`config.mk`:
```
export PLATFORM = sky130hd
export DESIGN_NAME = seqexit_ctrl
export DESIGN_NICKNAME = d
export VERILOG_FILES = /design/src/rtl/seqexit_pkg.sv /design/src/rtl/seqexit_frame.sv /design/src/rtl/seqexit_spi_shift.sv /design/src/rtl/seqexit_pd_cap.sv /design/src/rtl/seqexit_ctrl.sv
export SDC_FILE = /design/constraint.sdc
export NUM_CORES = 1
export LEC_CHECK = 0
export ABC_AREA = 1
export BUFFER_PORTS_ARGS = -buffer_cell sky130_fd_sc_hd__clkbuf_2
export CORE_UTILIZATION = 55
export CTS_BUF_LIST = sky130_fd_sc_hd__clkbuf_16
export CTS_CLUSTER_SIZE = 20
export DETAILED_ROUTE_END_ITERATION = 10
export GPL_TIMING_DRIVEN = 0
export PLACE_DENSITY_LB_ADDON = 0.05
export SETUP_SLACK_MARGIN = 0.3
export SYNTH_ARGS = -nofsm -noshare
export SYNTH_HDL_FRONTEND = slang
export SYNTH_SLANG_ARGS = --single-unit
```
`constraint.sdc`:
```
create_clock -name clk -period 1.55 [get_ports clk]
set_input_delay 0.0775 -clock clk [delete_from_list [all_inputs] [get_ports clk]]
set_output_delay 0.0775 -clock clk [all_outputs]
set_load 0.05 [all_outputs]
```
`src/rtl/seqexit_pkg.sv`:
```
package seqexit_pkg;

  typedef enum logic [1:0] {
    CT_IDLE,
    CT_CMD,
    CT_POLL
  } ctl_t;

  typedef enum logic [2:0] {
    SH_IDLE,
    SH_SETUP,
    SH_LOW,
    SH_HIGH,
    SH_HOLD,
    SH_GAP
  } ph_t;

  localparam logic [1:0] PD_SLEEP   = 2'b01;
  localparam logic [1:0] PD_STBY    = 2'b10;
  localparam logic [1:0] MODE_PWRDN = 2'b01;
  localparam logic [3:0] RATE_EXIT  = 4'b0000;

  // power-down conversion command: b7=1, b6=0, mode, rate
  function automatic logic [7:0] exit_cmd();
    return {1'b1, 1'b0, MODE_PWRDN, RATE_EXIT};
  endfunction

  // register read command: b7=1, b6=1, address, read flag
  function automatic logic [7:0] poll_cmd(input logic [4:0] addr);
    return {2'b11, addr, 1'b1};
  endfunction

endpackage

```
`src/rtl/seqexit_frame.sv`:
```
module seqexit_frame
  import seqexit_pkg::*;
#(
  parameter int         FRAME_W   = 24,
  parameter int         NBW       = 5,
  parameter logic [4:0] STAT_ADDR = 5'h00
) (
  input  logic               is_poll,
  output logic [FRAME_W-1:0] tx_word,
  output logic [NBW-1:0]     tx_bits
);

  localparam int PAD = FRAME_W - 8;

  always_comb begin
    if (is_poll) begin
      tx_word = {poll_cmd(STAT_ADDR), {PAD{1'b0}}};
      tx_bits = NBW'(FRAME_W);
    end else begin
      tx_word = {exit_cmd(), {PAD{1'b0}}};
      tx_bits = NBW'(8);
    end
  end

endmodule

```
`src/rtl/seqexit_spi_shift.sv`:
```
module seqexit_spi_shift
  import seqexit_pkg::*;
#(
  parameter int FRAME_W = 24,
  parameter int NBW     = 5,
  parameter int DIV     = 2,
  parameter int GAP_MIN = 2
) (
  input  logic               clk,
  input  logic               rst,
  input  logic               go,
  input  logic [FRAME_W-1:0] tx_word,
  input  logic [NBW-1:0]     tx_bits,
  input  logic               miso,
  output logic               csb,
  output logic               sclk,
  output logic               mosi,
  output logic               samp_stb,
  output logic               samp_bit,
  output logic [NBW-1:0]     samp_idx,
  output logic               fin
);

  localparam int GAP_CLK = (GAP_MIN > DIV) ? GAP_MIN : DIV;
  localparam int CW      = $clog2(GAP_CLK + 1);

  ph_t                phase;
  logic [CW-1:0]      cnt;
  logic [CW-1:0]      lim;
  logic               tick;
  logic [NBW-1:0]     sent;
  logic [NBW-1:0]     nbits_q;
  logic [FRAME_W-1:0] sreg;

  assign lim      = (phase == SH_GAP) ? CW'(GAP_CLK - 1) : CW'(DIV - 1);
  assign tick     = (cnt == lim);
  assign samp_idx = sent;

  always_ff @(posedge clk) begin
    if (rst) begin
      phase    <= SH_IDLE;
      cnt      <= '0;
      csb      <= 1'b1;
      sclk     <= 1'b0;
      mosi     <= 1'b0;
      sreg     <= '0;
      sent     <= '0;
      nbits_q  <= '0;
      samp_stb <= 1'b0;
      samp_bit <= 1'b0;
      fin      <= 1'b0;
    end else begin
      fin      <= 1'b0;
      samp_stb <= 1'b0;
      if (phase == SH_IDLE) begin
        cnt <= '0;
        if (go) begin
          phase   <= SH_SETUP;
          csb     <= 1'b0;
          mosi    <= tx_word[FRAME_W-1];
          sreg    <= tx_word << 1;
          nbits_q <= tx_bits;
          sent    <= '0;
        end
      end else if (!tick) begin
        cnt <= cnt + 1'b1;
      end else begin
        cnt <= '0;
        unique case (phase)
          SH_SETUP, SH_LOW: begin
            sclk     <= 1'b1;
            samp_stb <= 1'b1;
            samp_bit <= miso;
            sent     <= sent + 1'b1;
            phase    <= SH_HIGH;
          end
          SH_HIGH: begin
            sclk <= 1'b0;
            if (sent == nbits_q) begin
              phase <= SH_HOLD;
            end else begin
              phase <= SH_LOW;
              mosi  <= sreg[FRAME_W-1];
              sreg  <= sreg << 1;
            end
          end
          SH_HOLD: begin
            csb   <= 1'b1;
            mosi  <= 1'b0;
            phase <= SH_GAP;
          end
          SH_GAP: begin
            phase <= SH_IDLE;
            fin   <= 1'b1;
          end
          default: phase <= SH_IDLE;
        endcase
      end
    end
  end

endmodule

```
`src/rtl/seqexit_pd_cap.sv`:
```
module seqexit_pd_cap
  import seqexit_pkg::*;
#(
  parameter int FRAME_W = 24,
  parameter int NBW     = 5,
  parameter int PD_LSB  = 0
) (
  input  logic           clk,
  input  logic           rst,
  input  logic           samp_stb,
  input  logic           samp_bit,
  input  logic [NBW-1:0] samp_idx,
  output logic [1:0]     field,
  output logic           terminal
);

  // frame bit k (1-based, MSB first) carries status bit FRAME_W-k
  localparam int HI_IDX = FRAME_W - (PD_LSB + 1);
  localparam int LO_IDX = FRAME_W - PD_LSB;

  always_ff @(posedge clk) begin
    if (rst) begin
      field <= 2'b00;
    end else if (samp_stb) begin
      if (samp_idx == NBW'(HI_IDX)) field[1] <= samp_bit;
      if (samp_idx == NBW'(LO_IDX)) field[0] <= samp_bit;
    end
  end

  assign terminal = (field == PD_SLEEP) || (field == PD_STBY);

endmodule

```
`src/rtl/seqexit_ctrl.sv`:
```
module seqexit_ctrl
  import seqexit_pkg::*;
#(
  parameter int         DIV        = 2,
  parameter logic [4:0] STAT_ADDR  = 5'h00,
  parameter int         PD_LSB     = 0,
  parameter int         POLL_LIMIT = 16,
  parameter int         DATA_W     = 16,
  parameter int         GAP_MIN    = 2
) (
  input  logic       clk,
  input  logic       rst,
  input  logic       start,
  input  logic       miso,
  output logic       csb,
  output logic       sclk,
  output logic       mosi,
  output logic       busy,
  output logic       done,
  output logic       timeout,
  output logic [1:0] pd_state
);

  localparam int FRAME_W = 8 + DATA_W;
  localparam int NBW     = $clog2(FRAME_W + 1);
  localparam int PCW     = $clog2(POLL_LIMIT + 1);

  ctl_t               st;
  logic               go;
  logic               is_poll;
  logic [PCW-1:0]     polls;
  logic [FRAME_W-1:0] tx_word;
  logic [NBW-1:0]     tx_bits;
  logic               samp_stb;
  logic               samp_bit;
  logic [NBW-1:0]     samp_idx;
  logic               fin;
  logic [1:0]         field;
  logic               terminal;

  seqexit_frame #(
    .FRAME_W  (FRAME_W),
    .NBW      (NBW),
    .STAT_ADDR(STAT_ADDR)
  ) u_frame (
    .is_poll(is_poll),
    .tx_word(tx_word),
    .tx_bits(tx_bits)
  );

  seqexit_spi_shift #(
    .FRAME_W(FRAME_W),
    .NBW    (NBW),
    .DIV    (DIV),
    .GAP_MIN(GAP_MIN)
  ) u_shift (
    .clk     (clk),
    .rst     (rst),
    .go      (go),
    .tx_word (tx_word),
    .tx_bits (tx_bits),
    .miso    (miso),
    .csb     (csb),
    .sclk    (sclk),
    .mosi    (mosi),
    .samp_stb(samp_stb),
    .samp_bit(samp_bit),
    .samp_idx(samp_idx),
    .fin     (fin)
  );

  seqexit_pd_cap #(
    .FRAME_W(FRAME_W),
    .NBW    (NBW),
    .PD_LSB (PD_LSB)
  ) u_pd (
    .clk     (clk),
    .rst     (rst),
    .samp_stb(samp_stb),
    .samp_bit(samp_bit),
    .samp_idx(samp_idx),
    .field   (field),
    .terminal(terminal)
  );

  assign busy = (st != CT_IDLE);

  always_ff @(posedge clk) begin
    if (rst) begin
      st       <= CT_IDLE;
      go       <= 1'b0;
      is_poll  <= 1'b0;
      polls    <= '0;
      done     <= 1'b0;
      timeout  <= 1'b0;
      pd_state <= 2'b00;
    end else begin
      go <= 1'b0;
      unique case (st)
        CT_IDLE: begin
          if (start) begin
            done     <= 1'b0;
            timeout  <= 1'b0;
            pd_state <= 2'b00;
            polls    <= '0;
            is_poll  <= 1'b0;
            go       <= 1'b1;
            st       <= CT_CMD;
          end
        end
        CT_CMD: begin
          if (fin) begin
            is_poll <= 1'b1;
            go      <= 1'b1;
            st      <= CT_POLL;
          end
        end
        CT_POLL: begin
          if (fin) begin
            polls    <= polls + 1'b1;
            pd_state <= field;
            if (terminal) begin
              done <= 1'b1;
              st   <= CT_IDLE;
            end else if (polls == PCW'(POLL_LIMIT - 1)) begin
              timeout <= 1'b1;
              st      <= CT_IDLE;
            end else begin
              go <= 1'b1;
            end
          end
        end
        default: st <= CT_IDLE;
      endcase
    end
  end

endmodule

```
**After elaboration in Yosys (flattened, before gate mapping)**

Index checks and enable logic that the tools add are counted.

- Bits in registers: 60
- Output and inout bits: 8

- Eq/ne operators: 24
- Reductions and logical operators: 30
- Bitwise operators: 2
- Add/sub/neg operators: 3
- Multiplexer cells: 56

Operator list:

| cell | number |
|---|---|
| 24-bit two-way mux | 5 |
| 5-bit two-way mux | 7 |
| 23-bit two-way mux | 1 |
| 1-bit two-way mux | 22 |
| 3-bit AND reduction | 6 |
| 4-bit AND reduction | 4 |
| 2-bit nonzero test | 8 |
| 2-bit two-way mux | 7 |
| 3-bit two-way mux | 4 |
| 5-bit by 1-bit adder with 5-bit output (second input constant) | 2 |
| 5-bit equality test (second input constant) | 2 |
| 2-bit != test (second input constant) | 5 |
| 1-bit one-hot mux with 2 select lines | 5 |
| 5-bit one-hot mux with 2 select lines | 1 |
| 3-bit one-hot mux with 3 select lines | 1 |
| 2-bit AND reduction | 4 |
| 2-bit by 1-bit equality test with 1-bit output (second input constant) | 3 |
| 3-bit by 2-bit equality test with 1-bit output (second input constant) | 2 |
| 3-bit equality test (second input constant) | 2 |
| 2-bit by 1-bit != test with 1-bit output (second input constant) | 3 |
| 2-bit one-hot mux with 3 select lines | 1 |
| 3-bit OR reduction | 2 |
| 5-bit by 4-bit equality test with 1-bit output (second input constant) | 1 |
| 5-bit equality test | 1 |
| 14 further kinds | 16 |

**Depth between registers and ports, before layout**

- Depth in word-level cells: 5
- Gate-level depth with buffers: 10

**Cells and area by module**

Synthesis repeated with hierarchy kept, for this count alone.

- Cells, all modules: 501
- Area total of the unflattened synthesis: 3354.5 um^2

By module, submodules not included:

| module | instances | sequential area each (um^2) | area each (um^2) | cells each |
|---|---|---|---|---|
| seqexit_spi_shift | 1 | 880.8 | 2397.3 | 362 |
| seqexit_ctrl | 1 | 260.2 | 595.6 | 83 |
| seqexit_frame | 1 | 0.0 | 221.5 | 31 |
| seqexit_pd_cap | 1 | 40.0 | 140.1 | 25 |

**Worst setup path before layout**

No wires, ideal clock.

- Path kind: flip-flop to flip-flop
- Start: register u_shift.cnt[0]
- End: register u_shift.mosi
- Period minus slack after synthesis: 1314 ps
- Stages on the path, launching flop included: 8
- Data arrival time: 1199 ps
- Buffers on the path: 2
- Slack: 236 ps
- Cells stage by stage: dfxtp_1 ha_1 buf_4 nand4_1 o21bai_4 buf_6 a21oi_1 nor2_1

- Word-level cells in the longest chain between the ends: 3

RTL lines:

| item | line | source |
|---|---|---|
| start, declared | seqexit_spi_shift.sv:28 | `logic [CW-1:0] cnt;` |
| start signal, assigned | seqexit_spi_shift.sv:66 | `cnt <= cnt + 1'b1;` |
| 2-bit by 1-bit equality test with 1-bit output | seqexit_spi_shift.sv:36 | `assign tick = (cnt == lim);` |
| 2-bit nonzero test (no source line) | -- |  |
| 4-bit AND reduction (no source line) | -- |  |
| end signal, assigned | seqexit_spi_shift.sv:60 | `mosi <= tx_word[FRAME_W-1];` |
| end signal, assigned | seqexit_spi_shift.sv:83 | `mosi <= sreg[FRAME_W-1];` |
| end, declared | seqexit_spi_shift.sv:17 | `output logic mosi,` |

Every way passes these cells.
A chain may end at the register's enable or synchronous reset.

**Worst setup path after layout**

- Start: register u_shift.cnt[1]
- End: register u_shift.sreg[23]

- Word-level cells in the longest chain between the ends: 3

RTL lines:

| item | line | source |
|---|---|---|
| 2-bit by 1-bit equality test with 1-bit output | seqexit_spi_shift.sv:36 |  |
| 2-bit nonzero test (no source line) | -- |  |
| 4-bit AND reduction (no source line) | -- |  |
| end signal, assigned | seqexit_spi_shift.sv:61 | `sreg <= tx_word << 1;` |
| end signal, assigned | seqexit_spi_shift.sv:84 | `sreg <= sreg << 1;` |
| end, declared | seqexit_spi_shift.sv:33 | `logic [FRAME_W-1:0] sreg;` |

Every way passes these cells.

==> results by group <==
Run status
  • Status: complete, no violations

Routing
  • DR WL/cell: 13.22 um
  • Wirelength, routed: approximately 4500 um
  • DRC errors left: 0
  • Initial DRC count: 82
  • Post-DRT Antenna Nets: 0
  • DR vias: 1798
  • DR pass1 iterations: 4
  • Post-DR vias/cell: 5.288

Power
  • Int Pwr: between 0.0015 and 0.002 W
  • Sequential power share: 42.3%
  • Pwr/cell area: ~1000 mW/mm2
  • Net Switching: between 0.0007 and 0.0008 W
  • VDD IR max: 0.6381 mV
  • Logic gate share of total power: between 20% and 30%
  • Switching fraction of total power: between 20 and 30%
  • Pleak: between 1 and 1.5 nW
  • Clock power frac: 36.9%

Finish
  • Most common cell after layout, fill and taps aside: nand2_1
  • Most frequent cells in the layout: nand2_1, dfxtp_1, inv_1
  • Final net count: around 300
  • Fillers: 254
  • Diode count: 0
  • Layout cells sized above 1: a little under two fifths
  • Area grow syn2layout: 35.45%

Global route
  • Initial antenna violation count: 0
  • First-pass GRT wire length: ~6200 um
  • Met1 GRT Util: 29.27%
  • GR Layer Usage met3: 4.478%
  • Total global routing overflow: 0
  • Global-route usage over all layers: 22.75%
  • Global route hottest layer: met2
  • Largest net degree at the start of global routing: 13
  • GR Util met2: a little under two fifths
  • Vias in the first global route: 1396

Floorplan
  • Die X: 60.92 um
  • Die Ht: 60.92 um
  • Die Area: roughly 0.0037 mm2
  • Ports: 12
  • Core area: roughly 0.0033 mm2
  • Row Count: 21
  • Starting Density: between 50% and 60%

Setup path
  • CP cell instances: inv_1 -> ha_2 -> buf_6 -> nand4_1 -> o21bai_4 -> buf_4 -> a21oi_2 -> nor2_1
  • Crit path arrival time: 1540 ps
  • Crit Path Class: flip-flop to flip-flop
  • Critical Path RT: roughly 1700 ps
  • Critical Path Sink Type: flip-flop
  • CP bufs+invs: 3
  • Worst setup SP type: flip-flop
  • Worst path slowest cell: dfxtp_1
  • Kind of cell adding the most delay to the critical path: buffers and inverters
  • CP max FO: 5
  • Worst stage delay on the critical path: about 290 ps

STA
  • Fin. max-slew vios: 0
  • Measured slew at the worst slew-check pin: slightly above 600 ps
  • Post-route clock period utilization: 87.66%
  • Unrepaired setup endpoints after global routing: true
  • Slew HR: 58.60%
  • WHS: between 50 and 60 ps
  • Setup TNS: 0 ps
  • Finish-stage setup viols: 0
  • Worst Slack Setup Final: between 150 and 200 ps
  • Achievable frequency: 736.0 MHz
  • Final hold violation count: 0
  • Min Tclk post-route: approximately 1400 ps
  • Worst Skew: 3.003 ps

Logic synthesis
  • Synth area leaders: dfxtp_1, nand2_1, inv_1
  • Yosys cell types: 34
  • Post-synth top area cell: dfxtp_1
  • Post-Syn Nets: between 200 and 300
  • Syn Inst Count: about 250
  • Synth warnings: 0
  • Top cell type's share of synthesized area: 41.94%
  • Post-synthesis average cell area: about 7.5 um2
  • Synthesized area: 0.001909 mm2
  • Yosys reg bits: 40
  • Register area share after synthesis: a little over two fifths

Hold path
  • Tightest Hold Check Type: input pin to flip-flop

CTS
  • Clock transition at path regs: about 60 ps
  • H-Tree Depth: 2
  • Clk_lat worst skew: approximately 280 ps
  • Cts bufs inserted: 5
  • Number of hold buffers added after CTS: 0
  • Clk root buf: clkbuf_16
  • Clk buf depth: 2
  • Sink count of the clock tree: 40
  • CTS tree: done

Placed design
  • Number of port buffers: 11
  • RePlAce Congestion: between 0.7 and 0.8
  • Detailed placement HPWL: about 2600 um
  • Place WS: 117.3 ps

Run
  • Max cap viols: 0
==> final timing paths <==
check                                  from                       endpoint  slack [ps]  cells past startpoint
hold / removal                         miso  u_shift.samp_bit$_SDFFE_PP0P_          50                      3
hold reg to reg   u_shift.cnt[0]$_SDFF_PP0_      u_shift.cnt[0]$_SDFF_PP0_         410                      1
setup reg to reg  u_shift.cnt[1]$_SDFF_PP0_  u_shift.sreg[23]$_SDFFE_PP0P_         190                      8
setup / recovery  u_shift.cnt[1]$_SDFF_PP0_  u_shift.sreg[23]$_SDFFE_PP0P_         190                      8
==> metrics by stage <==
stage / util, % / instances / area, um2 / total power (W)
after CTS: 68.99 / 327 / 2302 / 0.002546
after floorplan: - / 254 / 1926 / 0.001451
after detailed placement: 61.08 / 311 / 2038 / 0.001536
after global routing: 77.50 / 340 / 2586 / 0.002769
after global placement: 61.08 / 311 / 2038 / 0.001534
final: 77.50 / 340 / 2586 / 0.002663
==> tightest hold or removal path, cell delays in order <==
cell,delay [ps]
clkbuf_2,70
o21ai_0,70
nor2_1,80
==> repair_timing <==
action,in CTS,in global routing
buffers inserted,7,11
gates resized for setup,24,49
gates cloned,1,2
pin swaps,8,15
endpoints found under the setup margin,31,30
==> kinds of logic after synthesis <==
kind of cell,count (synthesis),synth area share [%]
flip-flops,40,41.94
AO/OA/AOI/OAI,55,17.10
buffers and inverters,44,10.35
AND/OR/NAND/NOR,107,25.95
adder cells (fa/ha/maj),5,3.277
XOR/XNOR,3,1.376
==> state kept, by name, summed over array words and instances (netlist names), 2 cells and up <==
signal and flops:
u_shift.samp_idx 5, u_shift.sreg 7, pd_state 2, polls 5, u_shift.cnt 2, u_pd.field 2, u_shift.phase 3, st 2
u_shift.nbits_q 2
==> Yosys cell counts <==
cell and instances:
o211ai_1 1, inv_2 2, o21ai_0 16, nand3_2 1, nand2_1 42, nor2_1 30
o22ai_1 4, nor2_4 1, buf_4 1, nor2_2 2, inv_1 34, a21oi_1 22
xnor2_1 1, clkbuf_1 3, o21bai_1 1, xor2_1 2, nand2_4 3, buf_8 1
buf_6 2, ha_1 5, nor3_1 8, nand3_1 18, a21oi_2 3, o31ai_1 1
dfxtp_1 40, nand4_1 1, o21ai_1 1, inv_4 1, nand4_4 1, o32ai_1 1
o21bai_4 1, o21ai_2 1, a31oi_1 1, o21a_1 2
==> cell type report <==
class | count | area [um2] | share of cell area [%]
multi-input combinational | 171 | 1130 | 43.69
sequential | 40 | 819.5 | 31.69
timing repair buffer | 31 | 234.0 | 9.047
inverter | 37 | 146.4 | 5.660
clock buffer | 5 | 125.1 | 4.838
buffer | 7 | 60.06 | 2.322
tap | 46 | 57.56 | 2.225
clock inverter | 3 | 13.76 | 0.5322
==> routing by layer <==
layer / part of all wire [%] / up-vias
met5: 0 / -
met4: 1.8 / 0
met3: 4.1 / 10
met2: 49 / 48
met1: 45 / 834
li1: - / 906
==> power groups by stage <==
| stage | combinational [W] | sequential (W) | clock [W] |
|---|---|---|---|
| after floorplan | 0.000277 | 0.00117 | 0 |
| after global placement | 0.000397 | 0.00114 | 0 |
| after detailed placement | 0.000399 | 0.00114 | 0 |
| after CTS | 0.000434 | 0.00112 | 0.000992 |
| after global routing | 0.000603 | 0.00114 | 0.00103 |
| final | 0.000552 | 0.00113 | 0.000983 |
No activity file was read; power rests on OpenSTA's default activity.
